<file path="src/rtl/fwd_pkg.sv">
`timescale 1ns/1ps
package fwd_pkg;

    typedef enum logic [2:0] {
        ST_IDLE     = 3'd0,
        ST_STATUS   = 3'd1,
        ST_PREAMBLE = 3'd2,
        ST_SPEED    = 3'd3,
        ST_DATA     = 3'd4
    } fwd_state_t;

    localparam int          LANES        = 4;
    localparam int          NARROW_LANES = 2;
    localparam int          STAT_W       = 2;

    localparam logic [1:0]  CTL_IDLE     = 2'b00;
    localparam logic [1:0]  CTL_STATUS   = 2'b01;
    localparam logic [1:0]  CTL_RECEIVE  = 2'b10;

    localparam logic [LANES-1:0] D_QUIET     = '0;
    localparam logic [LANES-1:0] D_PREAMBLE  = '1;
    localparam logic [LANES-1:0] D_SPD_SLOW  = 4'b0000;
    localparam logic [LANES-1:0] D_SPD_FAST  = 4'b0010;

    function automatic logic [LANES-1:0] speed_code(input logic fast);
        return fast ? D_SPD_FAST : D_SPD_SLOW;
    endfunction

endpackage

</file>
<file path="src/rtl/fwd_fifo.sv">
`timescale 1ns/1ps
module fwd_fifo #(
    parameter int WIDTH = 4,
    parameter int DEPTH = 4,
    localparam int PTR_W = (DEPTH > 1) ? $clog2(DEPTH) : 1,
    localparam int CNT_W = $clog2(DEPTH + 1)
) (
    input  logic             clk,
    input  logic             rst_n,
    input  logic             push,
    input  logic [WIDTH-1:0] wr_data,
    input  logic             pop,
    output logic [WIDTH-1:0] rd_data,
    output logic [CNT_W-1:0] count
);

    logic [WIDTH-1:0] mem [DEPTH];
    logic [PTR_W-1:0] wr_ptr;
    logic [PTR_W-1:0] rd_ptr;

    function automatic logic [PTR_W-1:0] bump(input logic [PTR_W-1:0] p);
        return (p == PTR_W'(DEPTH - 1)) ? '0 : p + PTR_W'(1);
    endfunction

    always_ff @(posedge clk or negedge rst_n) begin
        if (!rst_n) begin
            wr_ptr <= '0;
            rd_ptr <= '0;
            count  <= '0;
        end else begin
            if (push) begin
                wr_ptr <= bump(wr_ptr);
            end
            if (pop) begin
                rd_ptr <= bump(rd_ptr);
            end
            unique case ({push, pop})
                2'b10:   count <= count + CNT_W'(1);
                2'b01:   count <= count - CNT_W'(1);
                default: count <= count;
            endcase
        end
    end

    always_ff @(posedge clk) begin
        if (push) begin
            mem[wr_ptr] <= wr_data;
        end
    end

    assign rd_data = mem[rd_ptr];

endmodule

</file>
<file path="src/rtl/fwd_ctrl.sv">
`timescale 1ns/1ps
module fwd_ctrl
    import fwd_pkg::*;
#(
    parameter int CNT_W = 3
) (
    input  logic              clk,
    input  logic              rst_n,
    input  logic              pkt_start,
    input  logic              pkt_speed,
    input  logic              pkt_end,
    input  logic              dat_valid,
    input  logic              stat_req,
    input  logic [STAT_W-1:0] stat_bits,
    input  logic [CNT_W-1:0]  fifo_count,
    output fwd_state_t        state,
    output logic              speed_q,
    output logic [STAT_W-1:0] stat_q,
    output logic              push,
    output logic              pop
);

    fwd_state_t state_nx;
    logic       end_seen;
    logic       in_rx;
    logic       ended;
    logic       drained;
    logic       buf_empty;

    assign in_rx     = (state == ST_PREAMBLE) || (state == ST_SPEED) || (state == ST_DATA);
    assign push      = in_rx && dat_valid && !end_seen;
    assign pop       = (state == ST_DATA) && (fifo_count != '0);
    assign ended     = end_seen || pkt_end;
    assign buf_empty = (fifo_count == '0);
    assign drained   = (fifo_count <= CNT_W'(1)) && !push;

    // state register
    always_ff @(posedge clk or negedge rst_n) begin
        if (!rst_n) begin
            state <= ST_IDLE;
        end else begin
            state <= state_nx;
        end
    end

    // per-packet and per-status context
    always_ff @(posedge clk or negedge rst_n) begin
        if (!rst_n) begin
            speed_q  <= 1'b0;
            stat_q   <= '0;
            end_seen <= 1'b0;
        end else begin
            if (!in_rx) begin
                end_seen <= 1'b0;
                if (pkt_start) begin
                    speed_q <= pkt_speed;
                end else if (stat_req) begin
                    stat_q <= stat_bits;
                end
            end else if (pkt_end) begin
                end_seen <= 1'b1;
            end
        end
    end

    // next-state logic
    always_comb begin
        state_nx = state;
        unique case (state)
            ST_IDLE, ST_STATUS: begin
                if (pkt_start) begin
                    state_nx = ST_PREAMBLE;          // go_rx
                end else if (stat_req) begin
                    state_nx = ST_STATUS;            // go_status
                end else begin
                    state_nx = ST_IDLE;              // status_done
                end
            end
            ST_PREAMBLE: begin
                if (dat_valid || pkt_end) begin
                    state_nx = ST_SPEED;             // first_word
                end
            end
            ST_SPEED: begin
                if (buf_empty && !push && ended) begin
                    state_nx = ST_IDLE;              // empty_done
                end else begin
                    state_nx = ST_DATA;              // have_data
                end
            end
            ST_DATA: begin
                if (ended && drained) begin
                    state_nx = ST_IDLE;              // drained
                end
            end
            default: state_nx = ST_IDLE;
        endcase
    end

endmodule

</file>
<file path="src/rtl/fwd_outmux.sv">
`timescale 1ns/1ps
module fwd_outmux
    import fwd_pkg::*;
(
    input  fwd_state_t        state,
    input  logic              speed_q,
    input  logic [STAT_W-1:0] stat_q,
    input  logic [LANES-1:0]  head,
    output logic [1:0]        ctl_out,
    output logic [LANES-1:0]  d_out
);

    logic [LANES-1:0] lanes;

    for (genvar i = 0; i < LANES; i++) begin : g_lane
        if (i < NARROW_LANES) begin : g_narrow
            assign lanes[i] = head[i];
        end else begin : g_wide
            assign lanes[i] = head[i] & speed_q;
        end
    end

    always_comb begin
        ctl_out = CTL_IDLE;
        d_out   = D_QUIET;
        unique case (state)
            ST_IDLE: begin
                ctl_out = CTL_IDLE;
                d_out   = D_QUIET;
            end
            ST_STATUS: begin
                ctl_out = CTL_STATUS;
                d_out   = {{(LANES-STAT_W){1'b0}}, stat_q};
            end
            ST_PREAMBLE: begin
                ctl_out = CTL_RECEIVE;
                d_out   = D_PREAMBLE;
            end
            ST_SPEED: begin
                ctl_out = CTL_RECEIVE;
                d_out   = speed_code(speed_q);
            end
            ST_DATA: begin
                ctl_out = CTL_RECEIVE;
                d_out   = lanes;
            end
            default: begin
                ctl_out = CTL_IDLE;
                d_out   = D_QUIET;
            end
        endcase
    end

endmodule

</file>
<file path="src/rtl/fwd_rx_link.sv">
`timescale 1ns/1ps
module fwd_rx_link
    import fwd_pkg::*;
#(
    parameter int FIFO_DEPTH = 4
) (
    input  logic       clk,
    input  logic       rst_n,
    input  logic       pkt_start,
    input  logic       pkt_speed,
    input  logic       dat_valid,
    input  logic [3:0] rx_word,
    input  logic       pkt_end,
    input  logic       stat_req,
    input  logic [1:0] stat_bits,
    output logic [1:0] ctl_out,
    output logic [3:0] d_out
);

    localparam int CNT_W = $clog2(FIFO_DEPTH + 1);

    fwd_state_t        state;
    logic              speed_q;
    logic [STAT_W-1:0] stat_q;
    logic              push;
    logic              pop;
    logic [CNT_W-1:0]  fifo_count;
    logic [LANES-1:0]  head;

    fwd_ctrl #(.CNT_W(CNT_W)) u_ctrl (
        .clk        (clk),
        .rst_n      (rst_n),
        .pkt_start  (pkt_start),
        .pkt_speed  (pkt_speed),
        .pkt_end    (pkt_end),
        .dat_valid  (dat_valid),
        .stat_req   (stat_req),
        .stat_bits  (stat_bits),
        .fifo_count (fifo_count),
        .state      (state),
        .speed_q    (speed_q),
        .stat_q     (stat_q),
        .push       (push),
        .pop        (pop)
    );

    fwd_fifo #(.WIDTH(LANES), .DEPTH(FIFO_DEPTH)) u_fifo (
        .clk     (clk),
        .rst_n   (rst_n),
        .push    (push),
        .wr_data (rx_word),
        .pop     (pop),
        .rd_data (head),
        .count   (fifo_count)
    );

    fwd_outmux u_out (
        .state   (state),
        .speed_q (speed_q),
        .stat_q  (stat_q),
        .head    (head),
        .ctl_out (ctl_out),
        .d_out   (d_out)
    );

endmodule

</file>
<file path="config.mk">
export PLATFORM = sky130hd
export DESIGN_NAME = fwd_rx_link
export DESIGN_NICKNAME = d
export VERILOG_FILES = /design/src/rtl/fwd_pkg.sv /design/src/rtl/fwd_fifo.sv /design/src/rtl/fwd_ctrl.sv /design/src/rtl/fwd_outmux.sv /design/src/rtl/fwd_rx_link.sv
export SDC_FILE = /design/constraint.sdc
export NUM_CORES = 1
export LEC_CHECK = 0
export BUFFER_PORTS_ARGS = -buffer_cell sky130_fd_sc_hd__buf_4
export CAP_MARGIN = 25
export CORE_ASPECT_RATIO = 0.7
export CORE_MARGIN = 2
export CORE_UTILIZATION = 54
export CTS_CLUSTER_SIZE = 12
export DETAILED_ROUTE_END_ITERATION = 16
export HOLD_SLACK_MARGIN = 0.12
export PLACE_DENSITY = 0.82
export SLEW_MARGIN = 20
export SYNTH_ARGS = -nofsm -noshare
export SYNTH_HDL_FRONTEND = slang
export SYNTH_SLANG_ARGS = --single-unit
</file>
<file path="constraint.sdc">
create_clock -name clk -period 2.6 [get_ports clk]
set_input_delay 0.13 -clock clk [delete_from_list [all_inputs] [get_ports clk]]
set_output_delay 0.13 -clock clk [all_outputs]
set_load 0.05 [all_outputs]
</file>
Word-level counts from Yosys, hierarchy flattened:

Memory sizes are Yosys's and may differ from the RTL's.
Cells that the tools add are included.
W data, S select, Z words.

* add/subtract/negate cells: 4
* $lt $le $gt $ge: 1
* equal/unequal tests: 11
* multiplexer cells: 16
* bitwise operators: 4
* reductions and logical operators: 22

Operators with widths (number)
* $pmux W4 S4: 1
* $mux W3: 4
* $pmux W3 S4: 1
* $logic_and A1 B1 Y1: 7
* $eq A2 B2 Y1 const B: 3
* $eq A3 B2 Y1 const B: 2
* $logic_not A3 Y1: 2
* $mux W2: 3
* $ne A2 B2 Y1 const B: 3
* $pmux W3 S2: 1
* $mux W1: 5
* $add A2 B1 Y2 const B: 2
* $logic_or A1 B1 Y1: 4
* $pmux W2 S2: 1
* $reduce_and A2 Y1: 2
* $add A3 B1 Y3 const B: 1
* $eq A3 B1 Y1 const B: 1
* $eq A3 B3 Y1 const B: 1
* $le A3 B1 Y1 const B: 1
* $reduce_and A3 Y1: 1
* $reduce_bool A3 Y1: 1
* $reduce_or A3 Y1: 1
* $sub A3 B1 Y3 const B: 1
* $and A1 B1 Y1: 2
* 5 further kinds: 7

* flip-flop bits (word level): 14
* bits in writable memories: 16
* bits of input ports: 13
* output and inout bits: 6
* memories kept: 1

Memories
* u_fifo.mem: depth 4, bits a word 4, rd ports 1, clocked after memory_dff 0, wr ports 1, RTL line fwd_fifo.sv:17 `logic [WIDTH-1:0] mem [DEPTH];`

Longest topological paths before layout:

Gate-level depths: netlist of the first run.

* word-level depth: 10
* gate-level depth with buffers: 10
* mapped depth without buffers: 8

Cells and area by module:

A second synthesis of the first run with hierarchy kept.

* cell total of the unflattened synthesis: 103
* area, all modules: 1480.2 um2

Modules (own cells, without submodules)
* fwd_fifo: times used 1, cells an instance 54, area each 975.9 um2
* fwd_ctrl: times used 1, cells an instance 31, area each 362.8 um2
* fwd_outmux: times used 1, cells an instance 18, area each 141.4 um2

Worst setup path before layout of the first run:

No wires, ideal clock.

* path type: register -> register
* from: register u_ctrl.state[1]
* to: register u_fifo.count[2]
* data arrival time: 2.156 ns
* setup slack: 0.361 ns
* stages on the path, launching flop included: 11
* path buffers: 2
* period minus slack after synthesis: 2.239 ns
* cells stage by stage: dfrtp_1 buf_2 or3b_4 nand2_2 and3b_1 buf_6 inv_1 ha_1 nor3_1 a21oi_1 o21ai_0

* longest elaborated chain between the ends: 7

RTL lines
* start, declared: RTL line fwd_ctrl.sv:16 `output fwd_state_t state,`
* start signal, assigned: RTL line fwd_ctrl.sv:42 `state <= state_nx;`
* $eq A3 B2 Y1: RTL line fwd_ctrl.sv:30 `assign in_rx = (state == ST_PREAMBLE) || (state == ST_SPEED) || (state == ST_DATA);`
* $logic_or A1 B1 Y1 (2 in series): RTL line fwd_ctrl.sv:30
* $logic_and A1 B1 Y1 (2 in series): RTL line fwd_ctrl.sv:31 `assign push = in_rx && dat_valid && !end_seen;`
* $eq A2 B1 Y1 or $eq A2 B2 Y1 (tied branches): RTL line fwd_fifo.sv:37 `unique case ({push, pop})`
* $pmux W3 S2 or $reduce_bool A2 Y1 (tied branches)
* end signal, assigned: RTL line fwd_fifo.sv:38 `2'b10: count <= count + CNT_W'(1);`
* end signal, assigned: RTL line fwd_fifo.sv:39 `2'b01: count <= count - CNT_W'(1);`
* end signal, assigned: RTL line fwd_fifo.sv:40 `default: count <= count;`
* end, declared: RTL line fwd_fifo.sv:14 `output logic [CNT_W-1:0] count`

Parallel ways exist; a longest one is shown, timed or not.
A chain may end at the register's enable or synchronous reset.

Worst setup path in the final report of the first run:

Ends and elaborated chain as after synthesis.

==> results.rst, run 1 <==
.. list-table::
   :header-rows: 1

   * - Metric
     - Value
   * - Routed length per placed instance
     - 17.2 um
   * - Register area share after synthesis
     - 55.4%
   * - Maximum clock insertion buffer count
     - 2
   * - Endpoint of the most critical register-to-register path
     - u_fifo.count[2]$_DFFE_PN0P_
   * - Synthesized-area fraction occupied by xor and xnor cells
     - 1.17%
   * - Worst reg2reg path startpoint
     - u_ctrl.state[1]$_DFFE_PN0P_
   * - Number of buffers created by CTS
     - 5
   * - Ratio of routed vias to standard cells
     - 5.53
   * - Ratio of cells with drive above 1 in the final layout
     - 27.9%
   * - Area Growth Syn to Fin
     - 24.0%
   * - Syn avg cell area
     - 13.0 sq um
   * - Main area contributors after synthesis
     - sky130_fd_sc_hd__edfxtp_1 32%, sky130_fd_sc_hd__dfrtp_1 23%, sky130_fd_sc_hd__ha_1 8.3%, sky130_fd_sc_hd__mux4_2 6.0%, sky130_fd_sc_hd__mux2_2 3.8%
   * - Static power due to leakage
     - 0.772 nW
   * - Worst rel slew slack
     - 69.7%
   * - Hold Crit Class
     - input port to flop
   * - Critical path fanouts, max
     - 10
   * - Post CTS Setup Buffer Count
     - 0
   * - Worst setup path end
     - u_fifo.count[2]$_DFFE_PN0P_
   * - Setup violations, final
     - 0
   * - Detailed-placement wirelength estimate
     - 2220 um
   * - Slew Limit Fails
     - 0
   * - Min cycle time layout
     - 2240 ps
   * - Most frequently used flop master after synthesis
     - sky130_fd_sc_hd__edfxtp_1
   * - Combined global-route utilization of all metal layers
     - 22.2%
   * - Number of clock sinks
     - 30
   * - Residual overflow from global routing
     - 0
   * - Worst EP arrival
     - 2440 ps
   * - Die outline width
     - 67.0 um
   * - Quantity of I/O buffers inserted on ports
     - 18
   * - Maximum frequency from static timing analysis
     - 0.446 GHz
   * - Vias in the first global route
     - 1013
   * - Cells after synthesis
     - 115
   * - Pin count of the biggest net entering global routing
     - 15
   * - Number of hold violations in the final report
     - 0
   * - Area fraction of the dominant cell type after synthesis
     - 32.1%
   * - CP startpoint kind
     - flop
   * - Fill cells
     - 162
   * - Worst IR drop on VDD
     - 573 uV
   * - Total iterations of the first detailed-routing run
     - 4
   * - Total detailed-routing wirelength
     - 3110 um
   * - Async SR Flop Fraction
     - 46.7%
   * - Die Span Y
     - 48.1 um
   * - Worst setup path class
     - flop to flop
   * - Compound-cell area share of the yosys netlist
     - 6.76%
   * - Critical path startpoint
     - u_ctrl.state[1]$_DFFE_PN0P_
   * - Depth of the worst register-to-register path
     - 8
   * - Area leader, netlist
     - sky130_fd_sc_hd__edfxtp_1
   * - Post-synthesis mux area share
     - 11.8%
   * - Initial antenna violation count
     - 0
   * - Setup slack after layout
     - 358 ps
   * - Number of nets produced by synthesis
     - 138
   * - Fraction of the mapped netlist area in simple logic gates
     - 13.1%
   * - Setup TNS
     - 0 ps
   * - Setup slack of the most critical reg-to-reg path
     - 360 ps
   * - Number of enable-type register cells in the synthesized netlist
     - 16
   * - Number of standard-cell rows in the floorplan
     - 15
   * - Number of antenna repair diodes
     - 0
   * - Detail Route Antenna Nets
     - 0
   * - Top cells by count, synth
     - 16 x sky130_fd_sc_hd__edfxtp_1, 14 x sky130_fd_sc_hd__dfrtp_1, 10 x sky130_fd_sc_hd__ha_1
   * - Core Util, Final
     - 72.8%
   * - Root buffer selected by CTS
     - sky130_fd_sc_hd__clkbuf_8
   * - Clock latency at the later pin of the worst-skew pair
     - 290 ps
   * - Number of warnings printed during yosys synthesis
     - 0
   * - Power density cells
     - 1200 nW/um^2
   * - Netlist area before placement
     - 1500 sq um
   * - Cell count after placement
     - 164
   * - Adder-cell share of the synthesized area
     - 8.35%
   * - Area used by multi-input combinational logic
     - 617 sq um
   * - Number of distinct library cells after synthesis
     - 29
   * - TritonCTS clock tree
     - yes
   * - Number of top-level pins
     - 19
   * - Worst Path Required
     - 2800 ps
   * - Main combinational cell family by area after synthesis
     - simple AND/OR/NAND/NOR gates
   * - Final layout net count
     - 169
   * - Setup crit end kind
     - flop
   * - Post-synthesis sequential element count
     - 30
   * - Core region area
     - 2550 sq um
   * - Status
     - finished, final reports clean
   * - Maxcap violations
     - 0
   * - Level count of the clock H-tree
     - 2
   * - Number of DRC violations after detailed-routing iteration 0
     - 76
   * - Clock transition at path regs
     - 70 ps
   * - Setup repair after global routing missed its margin
     - no
   * - Pre-CTS setup slack
     - 382 ps
   * - Remaining routing DRC violations
     - 0
   * - Die outline area
     - 3220 sq um
   * - Global-route wire length before repair
     - 4860 um
   * - Sequential Area
     - 831 sq um
   * - Final Instance Count excl. Fillers
     - 181
   * - Worst-Margin Slew
     - 454 ps
   * - Count of vias placed by the detailed router
     - 1001
   * - Initial core utilization
     - 58.7%
   * - Most repeated cell in the gate-level netlist after synthesis
     - sky130_fd_sc_hd__edfxtp_1
   * - Crit share post-route
     - 86.2%
   * - Weighted congestion reported at the end of routability-driven placement
     - 0.799
   * - Final clock skew
     - 9.56 ps
[worst max-delay path: stages, from the launching register on]
cell,delay [ps]
sky130_fd_sc_hd__dfrtp_1,470
sky130_fd_sc_hd__or3b_4,450
sky130_fd_sc_hd__nand2_2,100
sky130_fd_sc_hd__and3b_1,330
sky130_fd_sc_hd__inv_1,80
sky130_fd_sc_hd__ha_1,370
sky130_fd_sc_hd__nor3_1,160
sky130_fd_sc_hd__a21oi_1,50
sky130_fd_sc_hd__o21ai_0,150
[routing by layer]
metal  wire length (um)  vias up  global-route usage, %
met3                217        9                   5.88
met1               1350      465                   27.8
met2               1450       52                   36.2
met5                  0        -                      0
li1                   -      475                      -
met4                 85        0                   13.1
[logic make-up (layout without fill, tap and decap cells)]
| kind of cell | count (synthesis) | after routing |
|---|---|---|
| AO/OA/AOI/OAI | 18 | 18 |
| XOR/XNOR | 2 | 2 |
| adder cells (fa/ha/maj) | 10 | 10 |
| buffers and inverters | 11 | 43 |
| flip-flops | 30 | 30 |
| multiplexers | 11 | 11 |
| AND/OR/NAND/NOR | 33 | 33 |
[cells in the final DEF, fill, tap and decap left out, types with 3 or more instances in the layout]
cell / count
sky130_fd_sc_hd__mux4_2: 4
sky130_fd_sc_hd__clkbuf_8: 5
sky130_fd_sc_hd__inv_1: 8
sky130_fd_sc_hd__nor3_1: 3
sky130_fd_sc_hd__a21oi_1: 9
sky130_fd_sc_hd__ha_1: 10
sky130_fd_sc_hd__nor3b_1: 3
sky130_fd_sc_hd__buf_4: 18
sky130_fd_sc_hd__nand2_1: 4
sky130_fd_sc_hd__dlygate4sd3_1: 9
sky130_fd_sc_hd__nor2_1: 4
sky130_fd_sc_hd__mux2_2: 5
sky130_fd_sc_hd__and2_1: 6
sky130_fd_sc_hd__dfrtp_1: 14
sky130_fd_sc_hd__o21ai_0: 5
sky130_fd_sc_hd__edfxtp_1: 16
sky130_fd_sc_hd__nand3_1: 3
[flip-flops by register name, summed over array words and instances (netlist names)]
| name | count |
|---|---|
| u_fifo.rd_ptr | 2 |
| u_fifo.count | 3 |
| u_ctrl.speed_q | 1 |
| u_fifo.wr_ptr | 2 |
| u_ctrl.state | 3 |
| u_fifo.mem | 16 |
| u_ctrl.end_seen | 1 |
| u_ctrl.stat_q | 2 |
[report_power, final]
part	leakage (nW)	total (mW)	switching, mW	internal (mW)
logic	0.410	0.971	0.547	0.424
registers	0.312	0.795	0.158	0.637
clock network	0.0504	0.470	0.185	0.285
total	0.772	2.24	0.890	1.35
[how the worst min path moves through the flow]
| stage | start | slack, ps | endpoint | depth (start not counted) |
|---|---|---|---|---|
| final | pkt_start | 140 | u_ctrl.state[1]$_DFFE_PN0P_ | 3 |
| after global routing | pkt_start | 150 | u_ctrl.state[1]$_DFFE_PN0P_ | 3 |
| after CTS | pkt_start | 140 | u_ctrl.state[1]$_DFFE_PN0P_ | 3 |
| after detailed placement | rst_n | -7 | u_ctrl.stat_q[1]$_DFFE_PN0P_ | 1 |
| after global placement | rst_n | -10 | u_ctrl.speed_q$_DFFE_PN0P_ | 1 |
| after floorplan | rst_n | -170 | u_ctrl.end_seen$_DFFE_PN0P_ | 0 |
[metrics by stage]
| step | hold slack [ps] | instance area, sq um | power, mW |
|---|---|---|---|
| after floorplan | -166 | 1500 | 1.50 |
| after global placement | -10.7 | 1660 | 1.70 |
| after detailed placement | -7.28 | 1660 | 1.75 |
| after CTS | 142 | 1860 | 2.23 |
| after global routing | 153 | 1860 | 2.36 |
| final | 144 | 1860 | 2.24 |
[layout make-up]
cell class              count  share of cell area [%]
clock buffers               5                    3.70
inverters                   8                    1.62
repair buffers             27                    12.1
multi-input cells          74                    33.2
clock inverters             3                    2.42
well taps                  34                    2.29
flip-flops and latches     30                    44.7
[repair_timing]
action | CTS | global route
resized for setup | 0 | 0
endpoints found under the setup margin | 0 | 0
hold buffers | 9 | 0
hold endpoints to repair | 34 | 0
Note: power is estimated with default switching activity, not from simulation.
==> run 2, diff against run 1 <==
ABC_AREA = 1   (was default)
SLEW_MARGIN = default   (was 20)
==> run 2 against run 1 <==
Clock power decreased by 25%. Sequential power shrank 2%. Register-to-register slack better by 470 ps. Cell area increased by 2.4%. Flip-flop and latch count is the same. Worst setup slack better by 310 ps. Combinational power is 20% higher. Critical path depth fell by 2. Routed wire length fell by 0.29%. Synthesized cell count grew 45%. Clock skew grew 0.61 ps. Critical path type is now flop to output port.
==> results.rst, run 2 <==
.. list-table::
   :header-rows: 1

   * - Metric
     - Value
   * - Slew Limit Fails
     - 0 (unchanged)
   * - Maximum frequency from static timing analysis
     - 0.517 GHz (+16%)
   * - Crit share post-route
     - 74.4% (-12 points)
   * - Clock latency at the later pin of the worst-skew pair
     - 290 ps (about the same)
   * - Worst EP arrival
     - 1800 ps (-640 ps)
   * - Worst-Margin Slew
     - 415 ps (-39.1 ps)
   * - Cells after synthesis
     - 167 (+45%)
   * - Number of flip-flops under the largest register name
     - 16 (unchanged)
   * - Total iterations of the first detailed-routing run
     - 4 (unchanged)
   * - Setup slack after layout
     - 666 ps (+308 ps)
   * - Async SR Flop Fraction
     - 46.7% (unchanged)
   * - Setup violations, final
     - 0 (unchanged)
   * - Min cycle time layout
     - 1930 ps (-308 ps)
   * - Remaining routing DRC violations
     - 0 (unchanged)
   * - Cell-by-cell trace of the critical path
     - inv_1, o21ai_0, o21ai_0, nand2_1, nand2_1, buf_4
   * - Total detailed-routing wirelength
     - 3100 um (-0.29%)
   * - Initial antenna violation count
     - 0 (unchanged)
   * - Post-synthesis sequential element count
     - 30 (unchanged)
   * - Area leader, netlist
     - sky130_fd_sc_hd__edfxtp_1
   * - Static power due to leakage
     - 0.880 nW (+14%)
   * - Netlist area before placement
     - 1580 sq um (+5.4%)
   * - Number of nets produced by synthesis
     - 190 (+38%)
   * - Global-route wire length before repair
     - 4970 um (+2.3%)
   * - Setup crit end kind
     - output port
   * - Die outline area
     - 3380 sq um (+5.0%)
   * - Residual overflow from global routing
     - 0 (unchanged)
   * - Ratio of routed vias to standard cells
     - 4.87 (-12%)
   * - Number of warnings printed during yosys synthesis
     - 0 (unchanged)
   * - TritonCTS clock tree
     - yes
   * - Number of DRC violations after detailed-routing iteration 0
     - 48 (-37%)
   * - Combined global-route utilization of all metal layers
     - 21.0% (-1.2 points)
   * - Register name with the most flops
     - u_fifo.mem
   * - Number of buffers created by CTS
     - 5 (unchanged)
   * - Number of hold violations in the final report
     - 0 (unchanged)
   * - CTS resizes
     - 0 (unchanged)
   * - Top cells by count, synth
     - 30 x sky130_fd_sc_hd__nand2_1, 26 x sky130_fd_sc_hd__inv_1, 24 x sky130_fd_sc_hd__nor2_1
   * - Critical path fanouts, max
     - 11 (+1)
   * - Depth of the worst register-to-register path
     - 9 (+1)
   * - Clock transition at path regs
     - 70 ps (about the same)
   * - Standard cell with the maximum stage delay on the critical path
     - sky130_fd_sc_hd__dfrtp_1
   * - Most frequently used flop master after synthesis
     - sky130_fd_sc_hd__edfxtp_1
   * - Area Growth Syn to Fin
     - 20.5%
   * - Main area contributors after synthesis
     - sky130_fd_sc_hd__edfxtp_1 30%, sky130_fd_sc_hd__dfrtp_1 22%, sky130_fd_sc_hd__ha_1 7.9%, sky130_fd_sc_hd__nand2_1 7.1%, sky130_fd_sc_hd__inv_1 6.2%
   * - Die Span Y
     - 49.3 um (+2.5%)
   * - Count of vias placed by the detailed router
     - 1144 (+14%)
   * - Worst IR drop on VDD
     - 482 uV (-16%)
   * - Worst reg2reg path startpoint
     - u_fifo.count[0]$_DFFE_PN0P_
   * - CP startpoint kind
     - flop
   * - Endpoint of the most critical register-to-register path
     - u_fifo.count[2]$_DFFE_PN0P_
   * - Worst setup path class
     - flop to output port
   * - Detailed-placement wirelength estimate
     - 2230 um (+0.34%)
   * - Maxcap violations
     - 0 (unchanged)
   * - Hold path startpoint
     - stat_bits[1]
   * - Area fraction of the dominant cell type after synthesis
     - 30.4% (-1.6 points)
   * - Initial core utilization
     - 56.8% (-1.9 points)
   * - Number of distinct library cells after synthesis
     - 23 (-21%)
   * - Leading cell type in the layout, fill and taps excluded
     - sky130_fd_sc_hd__nand2_1
   * - Worst Path Required
     - 2470 ps (-330 ps)
   * - Number of antenna repair diodes
     - 0 (unchanged)
   * - Die outline width
     - 68.7 um (+2.5%)
   * - Setup slack of the most critical reg-to-reg path
     - 830 ps (+470 ps)
   * - Hold Crit Class
     - input port to flop
   * - Worst rel slew slack
     - 72.2% (+2.6 points)
   * - Critical path startpoint
     - u_fifo.rd_ptr[0]$_DFFE_PN0P_
   * - Pre-CTS setup slack
     - 827 ps (+445 ps)
   * - Setup repair after global routing missed its margin
     - no
   * - Routed length per placed instance
     - 13.2 um (-23%)
   * - Fin Hold WS
     - 123 ps (-20.6 ps)
   * - Number of standard-cell rows in the floorplan
     - 16 (+1)
   * - Root buffer selected by CTS
     - sky130_fd_sc_hd__clkbuf_8
   * - Syn avg cell area
     - 9.46 sq um (-27%)
   * - Core Util, Final
     - 68.4% (-4.4 points)
   * - Setup TNS
     - 0 ps (unchanged)
   * - Critical path's largest stage delay
     - 550 ps (+80 ps)
   * - Number of enable-type register cells in the synthesized netlist
     - 16 (unchanged)
   * - Status
     - finished, final reports clean
   * - Fill cells
     - 207 (+28%)
   * - Weighted congestion reported at the end of routability-driven placement
     - 0.837 (+4.8%)
   * - Final clock skew
     - 10.2 ps (+0.610 ps)
   * - Number of clock sinks
     - 30 (unchanged)
   * - Detail Route Antenna Nets
     - 0 (unchanged)
   * - Registers with the most flip-flops
     - u_fifo.mem: 16 flops, u_ctrl.state: 3 flops, u_fifo.count: 3 flops
   * - Core region area
     - 2780 sq um (+9.0%)
   * - Pin count of the biggest net entering global routing
     - 15 (unchanged)
   * - Post CTS Setup Buffer Count
     - 0 (unchanged)
   * - Level count of the clock H-tree
     - 2 (unchanged)
   * - Power density cells
     - 1210 nW/um^2 (+0.69%)
   * - Maximum clock insertion buffer count
     - 2 (unchanged)
   * - Most repeated cell in the gate-level netlist after synthesis
     - sky130_fd_sc_hd__nand2_1
   * - Number of top-level pins
     - 19 (unchanged)
   * - Vias in the first global route
     - 1118 (+10%)
   * - Register area share after synthesis
     - 52.6% (-2.9 points)
   * - Quantity of I/O buffers inserted on ports
     - 18 (unchanged)
   * - Most frequent cells in the layout
     - 30 x sky130_fd_sc_hd__nand2_1, 26 x sky130_fd_sc_hd__inv_1, 24 x sky130_fd_sc_hd__nor2_1
   * - Worst setup path end
     - d_out[2]
   * - Final layout net count
     - 221 (+31%)
   * - Ratio of cells with drive above 1 in the final layout
     - 19.6% (-8.3 points)
run 2: cell types whose count changed after synthesis, sizes merged, moves of 3 or more:
cell	delta
a21oi	-5
and2	-6
inv	+22
mux2	-7
mux4	-4
nand2	+29
nand3	+3
nor2	+24
nor3	-3
nor3b	-3
o21ai	+14
or3b	-3
run 2: timing repair:
action / 4_1_cts / 5_1_grt
hold buffers: 7 / 0
endpoints found under the setup margin: 0 / 0
hold endpoints to repair: 32 / 0
run 2: final cells by class:
| cell class | count | area (sq um) | share of cell area, % |
|---|---|---|---|
| Sequential cell | 30 | 831 | 43.6 |
| Inverter | 30 | 113 | 5.91 |
| Clock inverter | 2 | 8.76 | 0.460 |
| Clock buffer | 6 | 72.6 | 3.81 |
| Timing Repair Buffer | 25 | 205 | 10.8 |
| Tap cell | 36 | 45.0 | 2.37 |
| Multi-Input combinational cell | 106 | 629 | 33.0 |
run 2: critical path, delay by kind of cell, from the launching register on:
kind	cells	cell delay (ps)
buf+inv	2	430
simple gates	2	120
compound gates	2	430
flops	1	550
run 2: per-stage QoR:
stage / std cells / cell area, sq um / power, mW
2_1_floorplan: 167 / 1580 / 1.66
3_3_place_gp: 220 / 1750 / 1.89
3_5_place_dp: 220 / 1750 / 1.95
4_1_cts: 235 / 1900 / 2.31
5_1_grt: 235 / 1900 / 2.48
6_report: 235 / 1900 / 2.31
run 2: logic make-up after synthesis:
logic type | after synthesis | synth area share, %
AOI/OAI and AO/OA | 25 | 8.39
DFF | 30 | 52.6
buffers and inverters | 31 | 7.60
and+or+nand+nor | 69 | 22.4
adders and majority gates | 10 | 7.92
xor gates and xnor gates | 2 | 1.11
run 2: worst min path at each step:
stage	endpoint	slack [ps]	depth (start not counted)
2_1_floorplan	u_ctrl.end_seen$_DFFE_PN0P_	-170	0
3_3_place_gp	u_fifo.count[1]$_DFFE_PN0P_	-9	1
3_5_place_dp	u_fifo.count[1]$_DFFE_PN0P_	-10	1
4_1_cts	u_ctrl.end_seen$_DFFE_PN0P_	130	3
5_1_grt	u_ctrl.stat_q[1]$_DFFE_PN0P_	130	3
6_report	u_ctrl.stat_q[1]$_DFFE_PN0P_	120	3
run 2: routing by layer:
layer | track usage [%] | wire length, um | vias to the layer above
met5 | 0 | 0 | -
met4 | 8.67 | 54 | 0
met3 | 6.70 | 150 | 5
met2 | 34.3 | 1530 | 28
met1 | 25.3 | 1370 | 521
li1 | - | - | 590
run 2: where the power goes:
group / switching (mW) / total [mW] / internal, mW
Combinational: 0.777 / 1.17 / 0.397
Clock: 0.168 / 0.352 / 0.183
Sequential: 0.137 / 0.780 / 0.643
Total: 1.08 / 2.31 / 1.22
==> run 3, diff against run 2 <==
clock period = 1.85 ns   (was 2.6 ns; I/O delays follow)
==> run 3 against run 2 <==
Largest power group unchanged. Clock power rose by 41%. Cell area up 4.5%. Core utilization increased by 3.1 points.
==> results.rst, run 3 (synthesis results as in run 2) <==
.. list-table::
   :header-rows: 1

   * - Metric
     - Value
   * - Initial core utilization
     - 56.8% (unchanged)
   * - Total iterations of the first detailed-routing run
     - 6 (+2)
   * - CP startpoint kind
     - flop
   * - Crit share post-route
     - 94.6%
   * - Residual overflow from global routing
     - 0 (unchanged)
   * - Worst IR drop on VDD
     - 767 uV (+59%)
   * - Count of vias placed by the detailed router
     - 1199 (+4.8%)
   * - Quantity of I/O buffers inserted on ports
     - 18 (unchanged)
   * - Slew Limit Fails
     - 0 (unchanged)
   * - Root buffer selected by CTS
     - sky130_fd_sc_hd__clkbuf_8
   * - Detailed-placement wirelength estimate
     - 2240 um (+0.58%)
   * - Detail Route Antenna Nets
     - 0 (unchanged)
   * - Worst-Margin Slew
     - 415 ps (-0.0219 ps)
   * - Worst Path Required
     - 2020 ps (-450 ps)
   * - Number of clock sinks
     - 30 (unchanged)
   * - Critical path fanouts, max
     - 5 (-6)
   * - Leading cell type in the layout, fill and taps excluded
     - sky130_fd_sc_hd__nand2_1
   * - Number of standard-cell rows in the floorplan
     - 16 (unchanged)
   * - Worst EP arrival
     - 1920 ps (+120 ps)
   * - Maxcap violations
     - 0 (unchanged)
   * - Number of flip-flops under the largest register name
     - 16 (unchanged)
   * - Clock group share of total power
     - 14.6% (-0.7 points)
   * - Total power after layout
     - 3.39 mW (+47%)
   * - Total detailed-routing wirelength
     - 3320 um (+6.9%)
   * - Worst setup path class
     - flop to flop
   * - Final layout net count
     - 229 (+3.6%)
   * - Die Span Y
     - 49.3 um (unchanged)
   * - Number of DRC violations after detailed-routing iteration 0
     - 42 (-13%)
   * - Number of buffers created by CTS
     - 5 (unchanged)
   * - Core region area
     - 2780 sq um (unchanged)
   * - Clock latency at the later pin of the worst-skew pair
     - 290 ps (about the same)
   * - Die outline width
     - 68.7 um (unchanged)
   * - Register name with the most flops
     - u_fifo.mem
   * - Status
     - finished, final reports clean
   * - Number of antenna repair diodes
     - 0 (unchanged)
   * - Most frequent cells in the layout
     - 30 x sky130_fd_sc_hd__nand2_1, 25 x sky130_fd_sc_hd__inv_1, 24 x sky130_fd_sc_hd__nor2_1
   * - Hold Crit Class
     - input port to flop
   * - Power density cells
     - 1710 nW/um^2 (+41%)
   * - Registers with the most flip-flops
     - u_fifo.mem: 16 flops, u_ctrl.state: 3 flops, u_fifo.count: 3 flops
   * - Remaining routing DRC violations
     - 0 (unchanged)
   * - Sw Ratio
     - 46.4% (-0.50 points)
   * - Global-route wire length before repair
     - 5170 um (+3.9%)
   * - Setup TNS
     - 0 ps (unchanged)
   * - Ratio of routed vias to standard cells
     - 4.93 (+1.4%)
   * - Initial antenna violation count
     - 0 (unchanged)
   * - Vias in the first global route
     - 1157 (+3.5%)
   * - Fin Hold WS
     - 153 ps (+29.5 ps)
   * - Ratio of cells with drive above 1 in the final layout
     - 22.2% (+2.6 points)
   * - Worst rel slew slack
     - 72.2% (about the same)
   * - Pin count of the biggest net entering global routing
     - 15 (unchanged)
   * - Setup crit end kind
     - flop
   * - Setup repair after global routing missed its margin
     - no
   * - Maximum clock insertion buffer count
     - 2 (unchanged)
   * - TritonCTS clock tree
     - yes
   * - Maximum frequency from static timing analysis
     - 0.571 GHz
   * - Die outline area
     - 3380 sq um (unchanged)
   * - Level count of the clock H-tree
     - 2 (unchanged)
   * - Setup violations, final
     - 0 (unchanged)
   * - Clock transition at path regs
     - 60 ps (about the same)
   * - Cell-internal power
     - 1.82 mW (+48%)
   * - Final clock skew
     - 9.06 ps (-1.11 ps)
   * - Flop pwr share
     - 32.0% (-1.8 points)
   * - Weighted congestion reported at the end of routability-driven placement
     - 0.837 (unchanged)
   * - Static power due to leakage
     - 0.915 nW (+4.0%)
   * - Number of hold violations in the final report
     - 0 (unchanged)
   * - Min cycle time layout
     - 1750 ps
   * - Routed length per placed instance
     - 13.6 um (+3.4%)
   * - Part of the power in combinational logic
     - 53.4% (+2.5 points)
   * - Area Growth Syn to Fin
     - 25.9%
   * - Number of top-level pins
     - 19 (unchanged)
   * - Switching power of the nets
     - 1.58 mW (+46%)
   * - Combined global-route utilization of all metal layers
     - 21.9% (+0.89 points)
## run 3: cell type report
cell class | instances | area [sq um]
well taps | 36 | 45.0
clock buffers | 6 | 72.6
fillers | 197 | 793
multi-input cells | 106 | 629
inverters | 30 | 116
flip-flops and latches | 30 | 832
clock inverters | 2 | 8.76
repair buffers | 33 | 285
## run 3: power by group through the flow
stage,Sequential (mW),Combinational [mW],Clock [mW]
final,1.08,1.81,0.497
after CTS,1.09,1.67,0.500
after global routing,1.11,1.99,0.537
after floorplan,1.04,1.29,0
after global placement,1.09,1.57,0
after detailed placement,1.11,1.64,0
## run 3: path summary, 6_finish.rpt
path	from	end	slack [ps]	depth (start not counted)
max	u_fifo.count[1]$_DFFE_PN0P_	u_fifo.count[2]$_DFFE_PN0P_	100	9
min	stat_req	u_ctrl.state[0]$_DFFE_PN0P_	150	3
max reg2reg	u_fifo.count[1]$_DFFE_PN0P_	u_fifo.count[2]$_DFFE_PN0P_	100	9
min reg2reg	u_ctrl.stat_q[1]$_DFFE_PN0P_	u_ctrl.stat_q[1]$_DFFE_PN0P_	500	2
max in group asynchronous	rst_n	u_fifo.rd_ptr[0]$_DFFE_PN0P_	1470	2
min in group asynchronous	rst_n	u_ctrl.end_seen$_DFFE_PN0P_	200	2
## run 3: what timing repair did
item	in CTS	in global routing
hold buffers	10	0
setup endpoints to repair	0	5
setup buffers	0	5
endpoints found under the hold margin	35	0
resized for setup	0	3
## run 3: layer usage
| layer | up-vias | GRT usage, % | wire [um] |
|---|---|---|---|
| met3 | 8 | 6.93 | 179 |
| met4 | 0 | 9.00 | 65 |
| met5 | - | 0 | 0 |
| met2 | 34 | 36.2 | 1650 |
| li1 | 610 | - | - |
| met1 | 547 | 26.0 | 1420 |
## run 3: worst max-delay path, stage by stage (launching register included)
cell                      delay, ps
sky130_fd_sc_hd__dfrtp_1        390
sky130_fd_sc_hd__inv_1           80
sky130_fd_sc_hd__ha_1           190
sky130_fd_sc_hd__ha_1           230
sky130_fd_sc_hd__nor2_4         160
sky130_fd_sc_hd__ha_1           300
sky130_fd_sc_hd__nor2_1         120
sky130_fd_sc_hd__nand2_1         50
sky130_fd_sc_hd__o21ai_0         70
sky130_fd_sc_hd__inv_1           50
## run 3: stage by stage
stage | instance area [sq um] | cells | utilization [%] | setup WS (ps)
2_1_floorplan | 1580 | 167 | - | 207
3_3_place_gp | 1750 | 220 | 63.0 | 160
3_5_place_dp | 1750 | 220 | 63.0 | 80.5
4_1_cts | 1930 | 238 | 69.5 | 2.03
5_1_grt | 1990 | 243 | 71.5 | 12.0
6_report | 1990 | 243 | 71.5 | 99.2
